<file path="src/rtl/ibr_tag_sanitizer.sv">
module ibr_tag_sanitizer #(
  parameter int AW = 64,
  parameter int TAGW = 8,
  parameter int LR_REG = 30,
  parameter int INSN_BYTES = 4
) (
  input  logic          clk,
  input  logic          rst_n,
  input  logic          valid,
  input  logic [1:0]    kind,
  input  logic [1:0]    priv,
  input  logic          tbi_lo,
  input  logic          tbi_hi,
  input  logic [AW-1:0] tgt,
  input  logic [AW-1:0] pc,
  output logic [AW-1:0] pc_new,
  output logic          pc_load,
  output logic [AW-1:0] lr_data,
  output logic [4:0]    lr_idx,
  output logic          lr_we
);
  localparam int SB = AW - TAGW - 1;
  localparam logic [1:0] K_BR = 2'b00, K_BL = 2'b01, K_RET = 2'b10;

  logic low_el, sel_bit, strip;
  logic [TAGW-1:0] fill;
  logic [AW-1:0] clean;
  logic take;

  assign low_el  = ~priv[1];
  assign sel_bit = tgt[SB];
  assign strip   = low_el ? (sel_bit ? tbi_hi : tbi_lo) : tbi_lo;
  assign fill    = (low_el && sel_bit) ? {TAGW{1'b1}} : {TAGW{1'b0}};
  assign clean   = strip ? {fill, tgt[SB:0]} : tgt;
  assign take    = valid && (kind == K_BR || kind == K_BL || kind == K_RET);

  always_ff @(posedge clk or negedge rst_n) begin
    if (!rst_n) begin
      pc_new  <= '0;
      pc_load <= 1'b0;
      lr_data <= '0;
      lr_idx  <= 5'd0;
      lr_we   <= 1'b0;
    end else begin
      pc_load <= take;
      lr_we   <= take && kind == K_BL;
      if (take) pc_new <= clean;
      if (take && kind == K_BL) begin
        lr_data <= pc + AW'(INSN_BYTES);
        lr_idx  <= 5'(LR_REG);
      end
    end
  end


  low_bits_kept_chk: assert property (@(posedge clk) disable iff (!rst_n)
    pc_load |-> pc_new[SB:0] == $past(tgt[SB:0]));

  kind3_ignored_chk: assert property (@(posedge clk) disable iff (!rst_n)
    (valid && kind == 2'b11) |=> !pc_load && !lr_we);

  link_pairs_load_chk: assert property (@(posedge clk) disable iff (!rst_n)
    lr_we |-> pc_load && lr_idx == 5'(LR_REG));

  hold_when_idle_chk: assert property (@(posedge clk) disable iff (!rst_n)
    !valid |=> $stable(pc_new) && $stable(lr_data));

  high_el_zero_chk: assert property (@(posedge clk) disable iff (!rst_n)
    (valid && kind != 2'b11 && priv[1] && tbi_lo) |=> pc_new[AW-1:AW-TAGW] == '0);
endmodule

</file>
<file path="config.mk">
export PLATFORM = sky130hd
export DESIGN_NAME = ibr_tag_sanitizer
export DESIGN_NICKNAME = d
export VERILOG_FILES = /design/src/rtl/ibr_tag_sanitizer.sv
export SDC_FILE = /design/constraint.sdc
export NUM_CORES = 1
export LEC_CHECK = 0
export BUFFER_PORTS_ARGS = -buffer_cell sky130_fd_sc_hd__buf_4
export CAP_MARGIN = 25
export CELL_PAD_IN_SITES_DETAIL_PLACEMENT = 0
export CELL_PAD_IN_SITES_GLOBAL_PLACEMENT = 1
export CORE_ASPECT_RATIO = 0.9
export CORE_MARGIN = 2
export CORE_UTILIZATION = 35
export CTS_CLUSTER_SIZE = 12
export DETAILED_ROUTE_END_ITERATION = 10
export PLACE_DENSITY = 0.88
export SLEW_MARGIN = 20
export SYNTH_ARGS = -nofsm -noshare
export SYNTH_HDL_FRONTEND = slang
export SYNTH_SLANG_ARGS = --single-unit
</file>
<file path="constraint.sdc">
create_clock -name clk -period 1 [get_ports clk]
set_input_delay 0.05 -clock clk [delete_from_list [all_inputs] [get_ports clk]]
set_output_delay 0.05 -clock clk [all_outputs]
set_load 0.03 [all_outputs]
</file>
==> metrics, run 1 <==
Seq/Total Area, Yosys 0.527; first-pass GRT wire length 38200 um; Required @ worst endpoint 1.29 ns; Crit. End Element flop; routed wire length 27200 um; biggest area consumer among synthesized cells dfrtp_1; nets@finish 1270; drt wl/cell 19.7 um; clock slew at the register clock pins of the worst setup and hold paths 0.06 ns; Core Util, Final 0.723; layout cells sized above 1 0.545; Pleak 6.01 nW; Starting Density 0.356; DRC violation total after the first TritonRoute iteration 311; Via density 4.96; Core ar. 0.0175 mm^2; GRT Util Overall 0.266; flops & latches, synth approximately 130; diode count 0; CTS tree built; commonest cells after routing, fill and taps aside 285 x buf_4, 169 x buf_6, 130 x dfrtp_1; vias in the first global route 6965; Mapped Area 0.00623 mm^2; CTS root buffer clkbuf_16; Hold WC Path Type in2reg; post-synthesis instance total 591; cts bufs inserted 17; synth-to-layout area growth 103%; syn_nets 729; initial antenna violation count 0; GR Overflow Total 0; Hold WS between 0.01 and 0.015 ns; power per cell area 1600 mW/mm^2; Fmax 0.852 GHz; Die Ht 131 um; H-Tree Depth 4; FP Rows 46; commonest non-fill, non-tap cell in the layout buf_4; post-route worst setup slack -0.173 ns; Slew Viols, Final 0; Clock Latency Late Sink 0.42 ns; ANT nets after route 0; YS warnings 0; Placer Congestion roughly 0.8; VDD IR max 1.01 mV; Vias 6869; crit path DAT about 1.5 ns; placed cell area 0.00960 mm^2; Synth area leaders dfrtp_1 53%, mux2_2 10%, nand2_1 4.7%; kind of start point of the critical path primary input; Unique masters post-synth 43; pin count of the biggest net entering global routing 42; outcome finished with violations; # Max-Cap Violations 0; synthesized area per cell 10.5 um^2; RSZ-0062 raised after global routing true; # clock sinks approximately 130; critical path peak fanout 4; min Tclk post-route 1.17 ns; Die ar. 0.0189 mm^2; crit share post-route 1.17; Pre-antenna DRT Iters 4; I/O pin count 272; Clock Skew 0 ns; Die W approximately 140 um; critical path class in2reg; # setup viols final 146; Setup TNS Final -5.46 ns; PortBufs 269; hpwl dp 15500 um; fill cell count 1173; clk buf depth 2; Least-Margin Pin Slew 0.637 ns; area share of the largest cell type after synthesis 0.527; Fin. Hold Viols 0; DRC errors left 0; failing checks negative setup slack; Slew HR 0.573; final non-filler cell area 0.0126 mm^2
-- final timing paths --
check	startpoint	to	slack (ns)	cells after the start
max in group asynchronous	rst_n	lr_we	0.40	3
worst max-delay path	pc[3]	lr_data[17]	-0.17	8
worst min register to register	lr_data[37]	lr_data[37]	0.51	2
min in group asynchronous	rst_n	pc_new[51]	0.07	2
worst max register to register	lr_data[59]	lr_data[59]	-0.01	4
worst min-delay path	pc[59]	lr_data[59]	0.01	4
-- kinds of logic after synthesis --
group | synth area share
AO/OA/AOI/OAI | 0.0693
XOR/XNOR | 0.0577
adder cells (fa/ha/maj) | 0.00201
buffers and inverters | 0.0263
flip-flops | 0.527
multiplexers | 0.116
other | 0.000602
AND/OR/NAND/NOR | 0.201
-- registers in the layout (all words and copies together), names as in the netlist --
name     count
pc_new      64
lr_we        1
lr_data     64
lr_idx       1
pc_load      1
-- cell usage after synthesis, drive strengths merged --
master,count
mux2i,7
xor2,25
a31oi,9
clkbuf,25
a2bb2oi,1
and3,15
inv,7
nand2b,3
nor4,13
o31ai,1
a22oi,2
o21ai,49
a21oi,8
a221oi,2
or4,9
nor2,32
buf,7
nand3b,2
mux2,58
nand2,79
nand3,33
or2,2
and4,4
conb,1
or3,6
o311ai,2
xnor2,16
nor3,4
and2,11
ha,1
o211ai,1
dfrtp,131
nand4,23
a21boi,1
a41oi,1
-- per-layer routing --
layer	wire length, um	vias up	track usage	share of wire
met1	10700	3372	0.308	0.39
li1	-	3173	-	-
met5	0	-	0	0
met3	2010	63	0.0751	0.074
met4	849	0	0.113	0.031
met2	13600	261	0.464	0.50
-- critical path, stage by stage --
cell and delay (ns):
buf_8 0.08, nand4_1 0.16, buf_4 0.18, or4_4 0.56, buf_6 0.16, nor2_4 0.07, xnor2_1 0.11, o21ai_1 0.08
-- area by class of cell --
| cell class | count | area (um^2) | share of cell area |
|---|---|---|---|
| Inverter | 7 | 26.3 | 0.00208 |
| Sequential cell | 131 | 3280 | 0.259 |
| Clock inverter | 13 | 184 | 0.0145 |
| Multi-Input combinational cell | 421 | 3200 | 0.253 |
| Tap cell | 240 | 300 | 0.0237 |
| Timing Repair Buffer | 554 | 5230 | 0.414 |
| Clock buffer | 18 | 429 | 0.0339 |
-- power by group --
| part | internal (mW) | leakage (nW) | switching [mW] |
|---|---|---|---|
| sequential | 6.09 | 1.56 | 0.671 |
| clock | 4.16 | 0.293 | 2.56 |
| combinational | 3.38 | 4.16 | 3.37 |
-- timing repair --
| item | CTS | global route |
|---|---|---|
| setup buffers | 52 | 38 |
| hold buffers | 77 | 0 |
| gates cloned | 1 | 2 |
| gates resized for setup | 195 | 50 |
| endpoints found under the setup margin | 175 | 182 |
| endpoints found under the hold margin | 207 | 0 |
| pin swaps | 36 | 35 |
-- through the flow --
step	power, mW	std cells	setup slack, ns
2_1_floorplan	9.19	591	-0.518
3_3_place_gp	11.6	1185	-0.692
3_5_place_dp	11.7	1185	-0.763
4_1_cts	19.6	1346	-0.173
5_1_grt	20.9	1384	-0.237
6_report	20.2	1384	-0.173
Note: power is estimated with default switching activity, not from simulation.
==> run 2, diff against run 1 <==
--- a/config.mk
+++ b/config.mk
@@ -9,7 +9,7 @@
 export CAP_MARGIN = 25
 export CELL_PAD_IN_SITES_DETAIL_PLACEMENT = 0
 export CELL_PAD_IN_SITES_GLOBAL_PLACEMENT = 1
-export CORE_ASPECT_RATIO = 0.9
+export CORE_ASPECT_RATIO = 1.75
 export CORE_MARGIN = 2
 export CORE_UTILIZATION = 35
 export CTS_CLUSTER_SIZE = 12
==> metrics, run 2 (same netlist as run 1, synthesis figures left out) <==
outcome finished with violations (unchanged); failing checks negative setup slack (unchanged); Slew HR 0.600 (was 0.573); Least-Margin Pin Slew 0.596 ns (was 0.637 ns); Clock Skew 0 ns (unchanged); clk buf depth 2 (unchanged); Top Registers lr_data (64), pc_new (64) (unchanged); CTS tree built (unchanged); Via density 4.99 (was 4.96); GR Overflow Total 0 (unchanged); worst slack, placed -0.644 ns (was -0.763 ns); Core ar. 0.0175 mm^2 (about the same); Die ar. 0.0189 mm^2 (about the same); Die W 105 um (was 145 um); synth-to-layout area growth 104% (was 103%); # Max-Cap Violations 0 (unchanged); min Tclk post-route 1.20 ns (was 1.17 ns); Setup TNS Final -5.07 ns (was -5.46 ns); clock slew at the register clock pins of the worst setup and hold paths 0.06 ns (about the same); DRC violation total after the first TritonRoute iteration 287 (was 311); final non-filler cell area 0.0127 mm^2 (was 0.0126 mm^2); critical path cell sequence buf_8 -> ha_4 -> nand3_4 -> buf_6 -> or4_4 -> nor4_4 -> xnor2_1 -> o21ai_1 (was buf_8 -> nand4_1 -> buf_4 -> or4_4 -> buf_6 -> nor2_4 -> xnor2_1 -> o21ai_1); Vias 6868 (was 6869); first-pass GRT wire length 37100 um (was 38200 um); Pleak 6.00 nW (was 6.01 nW); GRT met1 Usage 0.248 (was 0.308); hpwl dp 15600 um (was 15500 um); met2 usage 0.481 (was 0.464); placed cell area 0.00965 mm^2 (was 0.00960 mm^2); FP Rows 64 (was 46); reg2reg start pc_new[39] (was lr_data[59]); routed wire length 25300 um (was 27200 um); commonest cells after routing, fill and taps aside 277 x buf_4, 177 x buf_6, 130 x dfrtp_1 (was 285 x buf_4, 169 x buf_6, 130 x dfrtp_1); Placer Congestion 0.861 (was 0.823); PortBufs 269 (unchanged); I/O pin count 272 (unchanged); DRC errors left 0 (unchanged); # clock sinks 131 (unchanged); crit path from pc[2] (was pc[3]); commonest non-fill, non-tap cell in the layout buf_4 (unchanged); flop-to-flop setup slack 0.04 ns (was -0.01 ns); Fin. Hold Viols 0 (unchanged); RSZ-0062 raised after global routing true (unchanged); GRT Util Overall 0.251 (was 0.266); Core Util, Final 0.727 (was 0.723); Hold WC Path Type in2reg (unchanged); # setup viols final 108 (was 146); critical path peak fanout 4 (unchanged); CTS root buffer clkbuf_16 (unchanged); initial antenna violation count 1 (was 0); Slew Viols, Final 0 (unchanged); kind of start point of the critical path primary input (unchanged); layout cells sized above 1 0.547 (was 0.545); grt met3 use 0.0459 (was 0.0751); Starting Density 0.357 (was 0.356); Die Ht 180 um (was 131 um); power per cell area 1530 mW/mm^2 (was 1600 mW/mm^2); H-Tree Depth 4 (unchanged); critical path's largest stage delay 0.49 ns (was 0.56 ns); post-route worst setup slack -0.205 ns (was -0.173 ns); Crit. End Element flop (unchanged); crit path max-delay cell type or4_4 (unchanged); vias in the first global route 7047 (was 6965); VDD IR max 0.919 mV (was 1.01 mV); Pre-antenna DRT Iters 5 (was 4); Pwr Total 19.5 mW (was 20.2 mW); worst min-delay path startpoint pc[50] (was pc[59]); pin count of the biggest net entering global routing 40 (was 42); Clock Latency Late Sink 0.41 ns (was 0.42 ns); crit path DAT 1.49 ns (was 1.46 ns); gr busiest metal met2 (unchanged); Fmax 0.830 GHz (was 0.852 GHz); Required @ worst endpoint 1.28 ns (was 1.29 ns); nets@finish 1271 (was 1270); critical path class in2reg (unchanged); crit share post-route 1.20 (was 1.17); drt wl/cell 18.4 um (was 19.7 um); ANT nets after route 0 (unchanged); cts bufs inserted 17 (unchanged)
## run 2: path summary, 6_finish.rpt
kind / endpoint / depth (start not counted)
worst max-delay path: lr_data[42] / 8
worst min-delay path: lr_data[50] / 4
worst max register to register: pc_new[39] / 2
worst min register to register: lr_data[10] / 2
max in group asynchronous: pc_new[61] / 3
min in group asynchronous: lr_data[24] / 2
## run 2: per-stage QoR
stage	instances	hold slack, ns
final	1377	0.0142
after global routing	1377	0.0237
after CTS	1331	-0.00184
after detailed placement	1183	-0.0184
after global placement	1183	-0.0154
after floorplan	591	-0.246
## run 2: cell type report
type                    instances  area [um^2]
repair buffers                554         5250
fillers                      1135         4770
flip-flops and latches        131         3280
multi-input cells             422         3260
clock buffers                  18          439
well taps                     231          289
clock inverters                13          138
inverters                       7         26.3
diodes                          1         2.50
## run 2: critical path: cells and delay by family
family	cells	cell delay (ns)
xor gates and xnor gates	1	0.15
and+or+nand+nor	3	0.86
buffers and inverters	2	0.20
AOI/OAI and AO/OA	1	0.07
adders and majority gates	1	0.14
## run 2: what timing repair did
| item | CTS | global route |
|---|---|---|
| setup endpoints to repair | 177 | 182 |
| cloned | 2 | 1 |
| buffers inserted | 36 | 47 |
| hold endpoints to repair | 210 | 0 |
| resized for setup | 202 | 52 |
| hold buffers | 80 | 0 |
| pin swaps | 49 | 51 |
## run 2: power breakdown
group	leakage [nW]	total, mW	internal, mW	switching [mW]
Clock	0.266	6.15	3.71	2.44
Sequential	1.56	6.71	6.09	0.617
Combinational	4.17	6.62	3.33	3.29
Total	6.00	19.5	13.1	6.35
## run 2: routing by layer
metal | vias up | routed length [um]
li1 | 3188 | -
met1 | 3373 | 8720
met2 | 245 | 14200
met3 | 62 | 1130
met4 | 0 | 1250
met5 | - | 0
